File: config.mk
export PLATFORM = sky130hd
export DESIGN_NAME = lfsr_part_gen
export DESIGN_NICKNAME = d
export VERILOG_FILES = /design/src/rtl/plg_pkg.sv /design/src/rtl/plg_ctrl.sv /design/src/rtl/plg_segment.sv /design/src/rtl/plg_router.sv /design/src/rtl/lfsr_part_gen.sv
export SDC_FILE = /design/constraint.sdc
export NUM_CORES = 1
export LEC_CHECK = 0
export ABC_AREA = 1
export BUFFER_PORTS_ARGS = -buffer_cell sky130_fd_sc_hd__buf_2
export CAP_MARGIN = 20
export CORE_MARGIN = 4
export CORE_UTILIZATION = 28
export DETAILED_ROUTE_END_ITERATION = 8
export GPL_ROUTABILITY_DRIVEN = 0
export SYNTH_ARGS = -nofsm -noshare
export SYNTH_HDL_FRONTEND = slang
export SYNTH_SLANG_ARGS = --single-unit
File: constraint.sdc
create_clock -name clk_i -period 1.5 [get_ports clk_i]
set_input_delay 0.15 -clock clk_i [delete_from_list [all_inputs] [get_ports clk_i]]
set_output_delay 0.15 -clock clk_i [all_outputs]
set_load 0.05 [all_outputs]
File: src/rtl/plg_pkg.sv
package plg_pkg;
  localparam int unsigned LEN_W   = 8;
  localparam int unsigned MAX_SEG = 8;

  typedef enum logic [1:0] {
    PH_IDLE = 2'd0,
    PH_SEED = 2'd1,
    PH_RUN  = 2'd2
  } plg_phase_e;

  // sum of the first n segment lengths (segment 1 in the lowest field)
  function automatic int unsigned sum_len(logic [MAX_SEG*LEN_W-1:0] lens, int unsigned n);
    int unsigned acc = 0;
    for (int unsigned s = 0; s < MAX_SEG; s++)
      if (s < n) acc += int'(lens[s*LEN_W +: LEN_W]);
    return acc;
  endfunction

  function automatic int unsigned max_len(logic [MAX_SEG*LEN_W-1:0] lens, int unsigned n);
    int unsigned m = 0;
    for (int unsigned s = 0; s < MAX_SEG; s++)
      if (s < n && int'(lens[s*LEN_W +: LEN_W]) > m) m = int'(lens[s*LEN_W +: LEN_W]);
    return m;
  endfunction
endpackage

File: src/rtl/plg_ctrl.sv
module plg_ctrl
  import plg_pkg::*;
#(
  parameter  int unsigned SEED_CYC = 4,
  localparam int unsigned CNT_W    = $clog2(SEED_CYC + 1)
) (
  input  logic             clk_i,
  input  logic             rst_ni,
  input  logic             start_i,
  input  logic             gen_en_i,
  output logic             clr_o,
  output logic             load_o,
  output logic             step_o,
  output logic             valid_o,
  output logic [CNT_W-1:0] cnt_o
);
  localparam logic [CNT_W-1:0] LAST = CNT_W'(SEED_CYC - 1);

  plg_phase_e       phase_q;
  logic [CNT_W-1:0] cnt_q;

  always_ff @(posedge clk_i or negedge rst_ni) begin
    if (!rst_ni) begin
      phase_q <= PH_IDLE;
      cnt_q   <= '0;
    end else if (start_i) begin
      phase_q <= PH_SEED;
      cnt_q   <= '0;
    end else if (phase_q == PH_SEED) begin
      if (cnt_q == LAST) begin
        phase_q <= PH_RUN;
        cnt_q   <= '0;
      end else begin
        cnt_q <= cnt_q + 1'b1;
      end
    end
  end

  assign clr_o   = start_i;
  assign load_o  = (phase_q == PH_SEED);
  assign valid_o = (phase_q == PH_RUN);
  assign step_o  = valid_o && gen_en_i && !start_i;
  assign cnt_o   = cnt_q;

  AST_SEED_TO_RUN: assert property (@(posedge clk_i) disable iff (!rst_ni)
    (load_o && cnt_o == LAST && !start_i) |=> valid_o);
  AST_VALID_HOLD: assert property (@(posedge clk_i) disable iff (!rst_ni)
    (valid_o && !start_i) |=> valid_o);
  AST_START_RESTART: assert property (@(posedge clk_i) disable iff (!rst_ni)
    start_i |=> (load_o && cnt_o == '0 && !valid_o));
  AST_RISE_AFTER_SEED: assert property (@(posedge clk_i) disable iff (!rst_ni)
    $rose(valid_o) |-> $past(load_o));
endmodule

File: src/rtl/plg_segment.sv
module plg_segment #(
  parameter int unsigned     LEN      = 4,
  parameter int unsigned     FLD_W    = 8,
  parameter int unsigned     SEED_CYC = 4,
  parameter int unsigned     CNT_W    = 3,
  parameter logic [FLD_W-1:0] POLY    = '0,
  parameter logic [FLD_W-1:0] SEED    = '0
) (
  input  logic             clk_i,
  input  logic             rst_ni,
  input  logic             clr_i,
  input  logic             load_i,
  input  logic             step_i,
  input  logic [CNT_W-1:0] cnt_i,
  output logic [LEN-1:0]   state_o
);
  logic [LEN-1:0] state_q, state_d;
  logic           seed_bit, fb;

  // shorter segments receive zeros first, seed bits (top stage first) last
  always_comb begin
    seed_bit = 1'b0;
    for (int b = 0; b < int'(LEN); b++)
      if (int'(cnt_i) == int'(SEED_CYC) - 1 - b) seed_bit = SEED[b];
  end

  assign fb = state_q[LEN-1];

  always_comb begin
    state_d = state_q;
    if (load_i) begin
      state_d[0] = seed_bit;
      for (int i = 1; i < int'(LEN); i++) state_d[i] = state_q[i-1];
    end else if (step_i) begin
      state_d[0] = fb;
      for (int i = 1; i < int'(LEN); i++) state_d[i] = state_q[i-1] ^ (fb & POLY[i]);
    end
  end

  always_ff @(posedge clk_i or negedge rst_ni) begin
    if (!rst_ni)      state_q <= '0;
    else if (clr_i)   state_q <= '0;
    else              state_q <= state_d;
  end

  assign state_o = state_q;

  AST_CLEAR_ZERO: assert property (@(posedge clk_i) disable iff (!rst_ni)
    clr_i |=> state_q == '0);
  AST_SEED_LOADED: assert property (@(posedge clk_i) disable iff (!rst_ni)
    (load_i && !clr_i && int'(cnt_i) == int'(SEED_CYC) - 1) |=> state_q == SEED[LEN-1:0]);
  AST_HOLD_STATE: assert property (@(posedge clk_i) disable iff (!rst_ni)
    (!clr_i && !load_i && !step_i) |=> $stable(state_q));
  AST_NO_LOCKUP: assert property (@(posedge clk_i) disable iff (!rst_ni)
    (step_i && !clr_i && !load_i && state_q != '0) |=> state_q != '0);
endmodule

File: src/rtl/plg_router.sv
module plg_router #(
  parameter int unsigned             TOTAL   = 10,
  parameter int unsigned             PAT_W   = 10,
  parameter logic [TOTAL*PAT_W-1:0]  DIR_MAP = '0,
  parameter logic [TOTAL*PAT_W-1:0]  INV_MAP = '0
) (
  input  logic [TOTAL-1:0] src_i,
  output logic [PAT_W-1:0] pat_o
);
  function automatic int unsigned drivers(int unsigned j);
    int unsigned c = 0;
    for (int unsigned n = 0; n < TOTAL; n++)
      c += int'(DIR_MAP[n*PAT_W + j]) + int'(INV_MAP[n*PAT_W + j]);
    return c;
  endfunction

  for (genvar j = 0; j < int'(PAT_W); j++) begin : g_in
    if (drivers(j) != 1) begin : g_bad_map
      $error("route map: input %0d has %0d drivers", j + 1, drivers(j));
    end
    always_comb begin
      pat_o[j] = 1'b0;
      for (int n = 0; n < int'(TOTAL); n++)
        pat_o[j] = pat_o[j] | (src_i[n] & DIR_MAP[n*PAT_W + j])
                            | (~src_i[n] & INV_MAP[n*PAT_W + j]);
    end
  end
endmodule

File: src/rtl/lfsr_part_gen.sv
module lfsr_part_gen
  import plg_pkg::*;
#(
  parameter  int unsigned NUM_SEG = 3,
  parameter  int unsigned FLD_W   = 8,
  // segment s+1 in field s; lengths, polynomial coefficients (bit j = x^j), seeds
  parameter  logic [NUM_SEG*LEN_W-1:0] SEG_LEN  = {8'd4, 8'd3, 8'd3},
  parameter  logic [NUM_SEG*FLD_W-1:0] SEG_POLY = {8'h19, 8'h0D, 8'h0B},
  parameter  logic [NUM_SEG*FLD_W-1:0] SEG_SEED = {8'h03, 8'h01, 8'h02},
  parameter  int unsigned PAT_W   = 10,
  localparam int unsigned TOTAL   = sum_len((MAX_SEG*LEN_W)'(SEG_LEN), NUM_SEG),
  localparam int unsigned SEED_CYC = max_len((MAX_SEG*LEN_W)'(SEG_LEN), NUM_SEG),
  // output n (1-based) owns bits [(n-1)*PAT_W +: PAT_W]; bit j-1 targets input j
  parameter  logic [TOTAL*PAT_W-1:0] ROUTE_DIR = {
    10'b10_0000_0000, 10'b01_0100_0000, 10'b00_0010_0000, 10'b00_0001_0000,
    10'b00_0000_1000, 10'b00_0000_0000, 10'b00_0000_0000, 10'b00_0000_0010,
    10'b00_0000_0000, 10'b00_1000_0000},
  parameter  logic [TOTAL*PAT_W-1:0] ROUTE_INV = {
    10'b00_0000_0000, 10'b00_0000_0000, 10'b00_0000_0000, 10'b00_0000_0000,
    10'b00_0000_0001, 10'b00_0000_0100, 10'b00_0000_0000, 10'b00_0000_0000,
    10'b00_0000_0000, 10'b00_0000_0000}
) (
  input  logic             clk_i,
  input  logic             rst_ni,
  input  logic             start_i,
  input  logic             gen_en_i,
  output logic [PAT_W-1:0] pattern_o,
  output logic             valid_o
);
  localparam int unsigned CNT_W = $clog2(SEED_CYC + 1);

  logic             clr, load, step;
  logic [CNT_W-1:0] cnt;
  logic [TOTAL-1:0] out_vec;

  plg_ctrl #(.SEED_CYC(SEED_CYC)) u_ctrl (
    .clk_i    (clk_i),
    .rst_ni   (rst_ni),
    .start_i  (start_i),
    .gen_en_i (gen_en_i),
    .clr_o    (clr),
    .load_o   (load),
    .step_o   (step),
    .valid_o  (valid_o),
    .cnt_o    (cnt)
  );

  for (genvar s = 0; s < int'(NUM_SEG); s++) begin : g_seg
    localparam int unsigned L   = int'(SEG_LEN[s*LEN_W +: LEN_W]);
    localparam int unsigned OFF = sum_len((MAX_SEG*LEN_W)'(SEG_LEN), s);
    logic [L-1:0] st;

    if (L < 2 || L > FLD_W) begin : g_bad_len
      $error("segment %0d length %0d out of range", s + 1, L);
    end

    plg_segment #(
      .LEN      (L),
      .FLD_W    (FLD_W),
      .SEED_CYC (SEED_CYC),
      .CNT_W    (CNT_W),
      .POLY     (SEG_POLY[s*FLD_W +: FLD_W]),
      .SEED     (SEG_SEED[s*FLD_W +: FLD_W])
    ) u_seg (
      .clk_i   (clk_i),
      .rst_ni  (rst_ni),
      .clr_i   (clr),
      .load_i  (load),
      .step_i  (step),
      .cnt_i   (cnt),
      .state_o (st)
    );

    assign out_vec[OFF +: L] = st;
  end

  plg_router #(
    .TOTAL   (TOTAL),
    .PAT_W   (PAT_W),
    .DIR_MAP (ROUTE_DIR),
    .INV_MAP (ROUTE_INV)
  ) u_router (
    .src_i (out_vec),
    .pat_o (pattern_o)
  );

  AST_IDLE_PATTERN_STABLE: assert property (@(posedge clk_i) disable iff (!rst_ni)
    (!valid_o && !load && !start_i) |=> $stable(pattern_o));
  AST_PAUSE_HOLDS: assert property (@(posedge clk_i) disable iff (!rst_ni)
    (valid_o && !gen_en_i && !start_i) |=> $stable(pattern_o));
endmodule

==> key figures <==
GRT
  • All-layer global routing usage: 0.0842
  • Grt ovf: 0
  • First-pass GRT wire length: roughly 2600 microns
  • Vias in the first global route: 613
  • Initial antenna violation count: 0
  • Largest net degree at the start of global routing: 16

Clock network
  • Clk root buf: clkbuf_4
  • CTS Sinks: 15
  • CTS tree: yes
  • Clock transition at the registers of the reported paths: 90 ps
  • CTS buffer count: 3
  • Post-CTS Resized: 0
  • Worst-skew pair later-pin latency: between 200 and 300 ps
  • H-tree levels: 1
  • Clock tree buffer depth: 2

Placed design
  • Pre-CTS WS: between 200 and 300 ps
  • DP HPWL: between 1000 and 1500 microns
  • I/O Buffers: 14

Critical path
  • CP required: roughly 1400 ps
  • CP delay by family, top: flip-flops
  • Worst-path fanout max: 3
  • Critical Path Source Type: flop
  • Critical Path Slowest Stage Cell: dfrtp_1
  • Crit path buf inv count: 2
  • Crit Path Category: reg -> out
  • CP Capture Type: output port
  • Arrival time of the worst setup path: 1140 ps
  • Max incr delay on CP: 430 ps
  • Crit-path cells: inv_2 -> nor2_1 -> buf_2

Synthesis
  • Netlist cell types: 18
  • Top cell type's share of synthesized area: 0.452
  • Main combinational cell family by area after synthesis: simple AND/OR/NAND/NOR gates
  • Most frequent cell after synthesis: nand2_1
  • Synth Area in Simple Gates: 0.297
  • Warnings from Yosys: 0
  • Post-synth top cells: nand2_1 (32), dfrtp_1 (15), nand3_1 (12)
  • Asr flop ratio synth: 1.00
  • Syn_nets: between 100 and 150
  • Seq cells post-synth: 15
  • Post-Syn Instances: 100
  • Post-Synth XOR/XNOR Area: 0.0316
  • Post-synthesis area per instance: 8.31 sq um
  • Synth Flop Type: dfrtp_1
  • Post-synth EDFFs: 0
  • Yosys top cell by area: dfrtp_1
  • Post-synthesis cell area: approximately 830 sq um
  • Compound-cell area share of the yosys netlist: 0.0557
  • Post-synthesis mux area share: 0
  • Synth area leaders: dfrtp_1 (45%), nand2_1 (14%), nand3_1 (7.2%), ha_1 (6.0%), inv_1 (4.5%)
  • Synth Area in Adders: 0.0602
  • Register area share after synthesis: 0.452

STA
  • Final setup vio count: 0
  • Fin crit period: between 1000 and 1500 ps
  • Final TNS setup: 0 ps
  • Setup ws final: 207 ps
  • Worst Clk Skew: between 7 and 8 ps
  • F_max: approximately 770 MHz
  • Final hold vios: 0
  • Slew Limit Fails: 0
  • Hold slack final: 111 ps
  • Tcrit/Tclk final: 0.862
  • Worst-margin pin slew: between 300 and 400 ps
  • Unrepaired setup endpoints after global routing: false
  • Slew HR: 0.778

Final layout
  • Reg area: ~380 sq um
  • Ant. Diodes: 0
  • Syn-to-layout area delta: 12.5%
  • Multi-input gate area in the final layout: about 370 sq um
  • Final #Nets: 123
  • Fill count: 311
  • Fraction of layout cells with a size suffix above 1: 0.202

Detailed routing
  • Via count: between 600 and 700
  • Initial DRC count: 12
  • WL final: about 1500 microns
  • Detail Route Antenna Nets: 0
  • DR WL/cell: 10.3 microns
  • # DRC: 0
  • Vias per cell: roughly 4.4
  • Drt pass-1 iters: 4

Floorplanning
  • Row count: 19
  • Die area: around 4000 sq um
  • Die H: around 62 microns
  • Initial core utilization: 0.296
  • Num ports: 15
  • Core area: 2810 sq um
  • Die X: roughly 62 microns

Outcome
  • Status: completed

Power and ir drop
  • Power Density: 1280 nW/um^2
  • Peak supply drop: 0.000583 V
  • Pleak: just over 0.5 nW

Worst hold path
  • Hold WC Path Type: in -> reg

Flow run
  • Max-Cap Viols: 0
## metrics by stage
stage	instance area (sq um)	power, W	std cells	util
6_report	935	0.00119	145	0.333
5_1_grt	935	0.00129	145	0.333
4_1_cts	935	0.00122	145	0.333
3_5_place_dp	898	0.000973	140	0.320
3_3_place_gp	898	0.000967	140	0.320
2_1_floorplan	831	0.000896	100	-
## cells in the final DEF, fill, tap and decap left out, drive strengths merged
master / instances
nand2: 33
inv: 12
a21oi: 2
nand3: 13
clkbuf: 4
buf: 14
dfrtp: 15
nor2: 8
o21ai: 5
ha: 4
dlygate4sd3: 1
xnor2: 1
xor2: 2
## final timing paths
path                                                  startpoint                                     to  slack, ps  cells past startpoint
setup / recovery                   u_ctrl.phase_q[1]$_DFFE_PN0P_                                valid_o        210                      3
hold / removal                                           start_i          u_ctrl.phase_q[1]$_DFFE_PN0P_        110                      2
setup reg to reg                   u_ctrl.phase_q[0]$_DFFE_PN0P_  g_seg[2].u_seg.state_o[1]$_DFFE_PN0P_        290                      5
hold reg to reg            g_seg[0].u_seg.state_o[1]$_DFFE_PN0P_  g_seg[0].u_seg.state_o[2]$_DFFE_PN0P_        480                      2
max in group asynchronous                                 rst_ni  g_seg[2].u_seg.state_o[1]$_DFFE_PN0P_        970                      2
min in group asynchronous                                 rst_ni            u_ctrl.cnt_o[2]$_DFFE_PN0P_        280                      2
## sequential cells by signal, summed over array words and instances, names as in the netlist
signal / flops
g_seg.u_seg.state_o: 10
u_ctrl.cnt_o: 3
u_ctrl.phase_q: 2
## worst register-to-register path, stage by stage (launching register included)
cell and delay, ps:
dfrtp_1 430, inv_1 130, nand3_4 140, a21oi_4 290, nand2_1 80, nand2_1 70
## kinds of logic after synthesis
group / after synthesis
AOI/OAI and AO/OA: 7
buffers and inverters: 17
and+or+nand+nor: 54
adders and majority gates: 4
DFF: 15
xor gates and xnor gates: 3
## final cells by class
class / count / share of cell area
sequential: 15 / 0.402
multi-input combinational: 68 / 0.395
timing repair buffer: 15 / 0.0857
inverter: 12 / 0.0482
tap: 31 / 0.0415
clock buffer: 4 / 0.0281
## routing by layer
layer | track usage | vias to the layer above | share of wire
li1 | - | 334 | -
met1 | 0.0948 | 284 | 0.48
met2 | 0.133 | 15 | 0.44
met3 | 0.0396 | 3 | 0.066
met4 | 0.0413 | 0 | 0.017
met5 | 0 | - | 0
## timing repair
action | CTS | global route
buffers inserted | 0 | 0
endpoints found under the hold margin | 15 | 0
endpoints found under the setup margin | 0 | 0
hold buffers | 1 | 0
## power breakdown
| group | internal, W | switching (W) |
|---|---|---|
| Clock | 0.000104 | 0.000128 |
| Combinational | 0.000138 | 0.000311 |
| Sequential | 0.000461 | 0.0000525 |
Note: power is estimated with default switching activity, not from simulation.
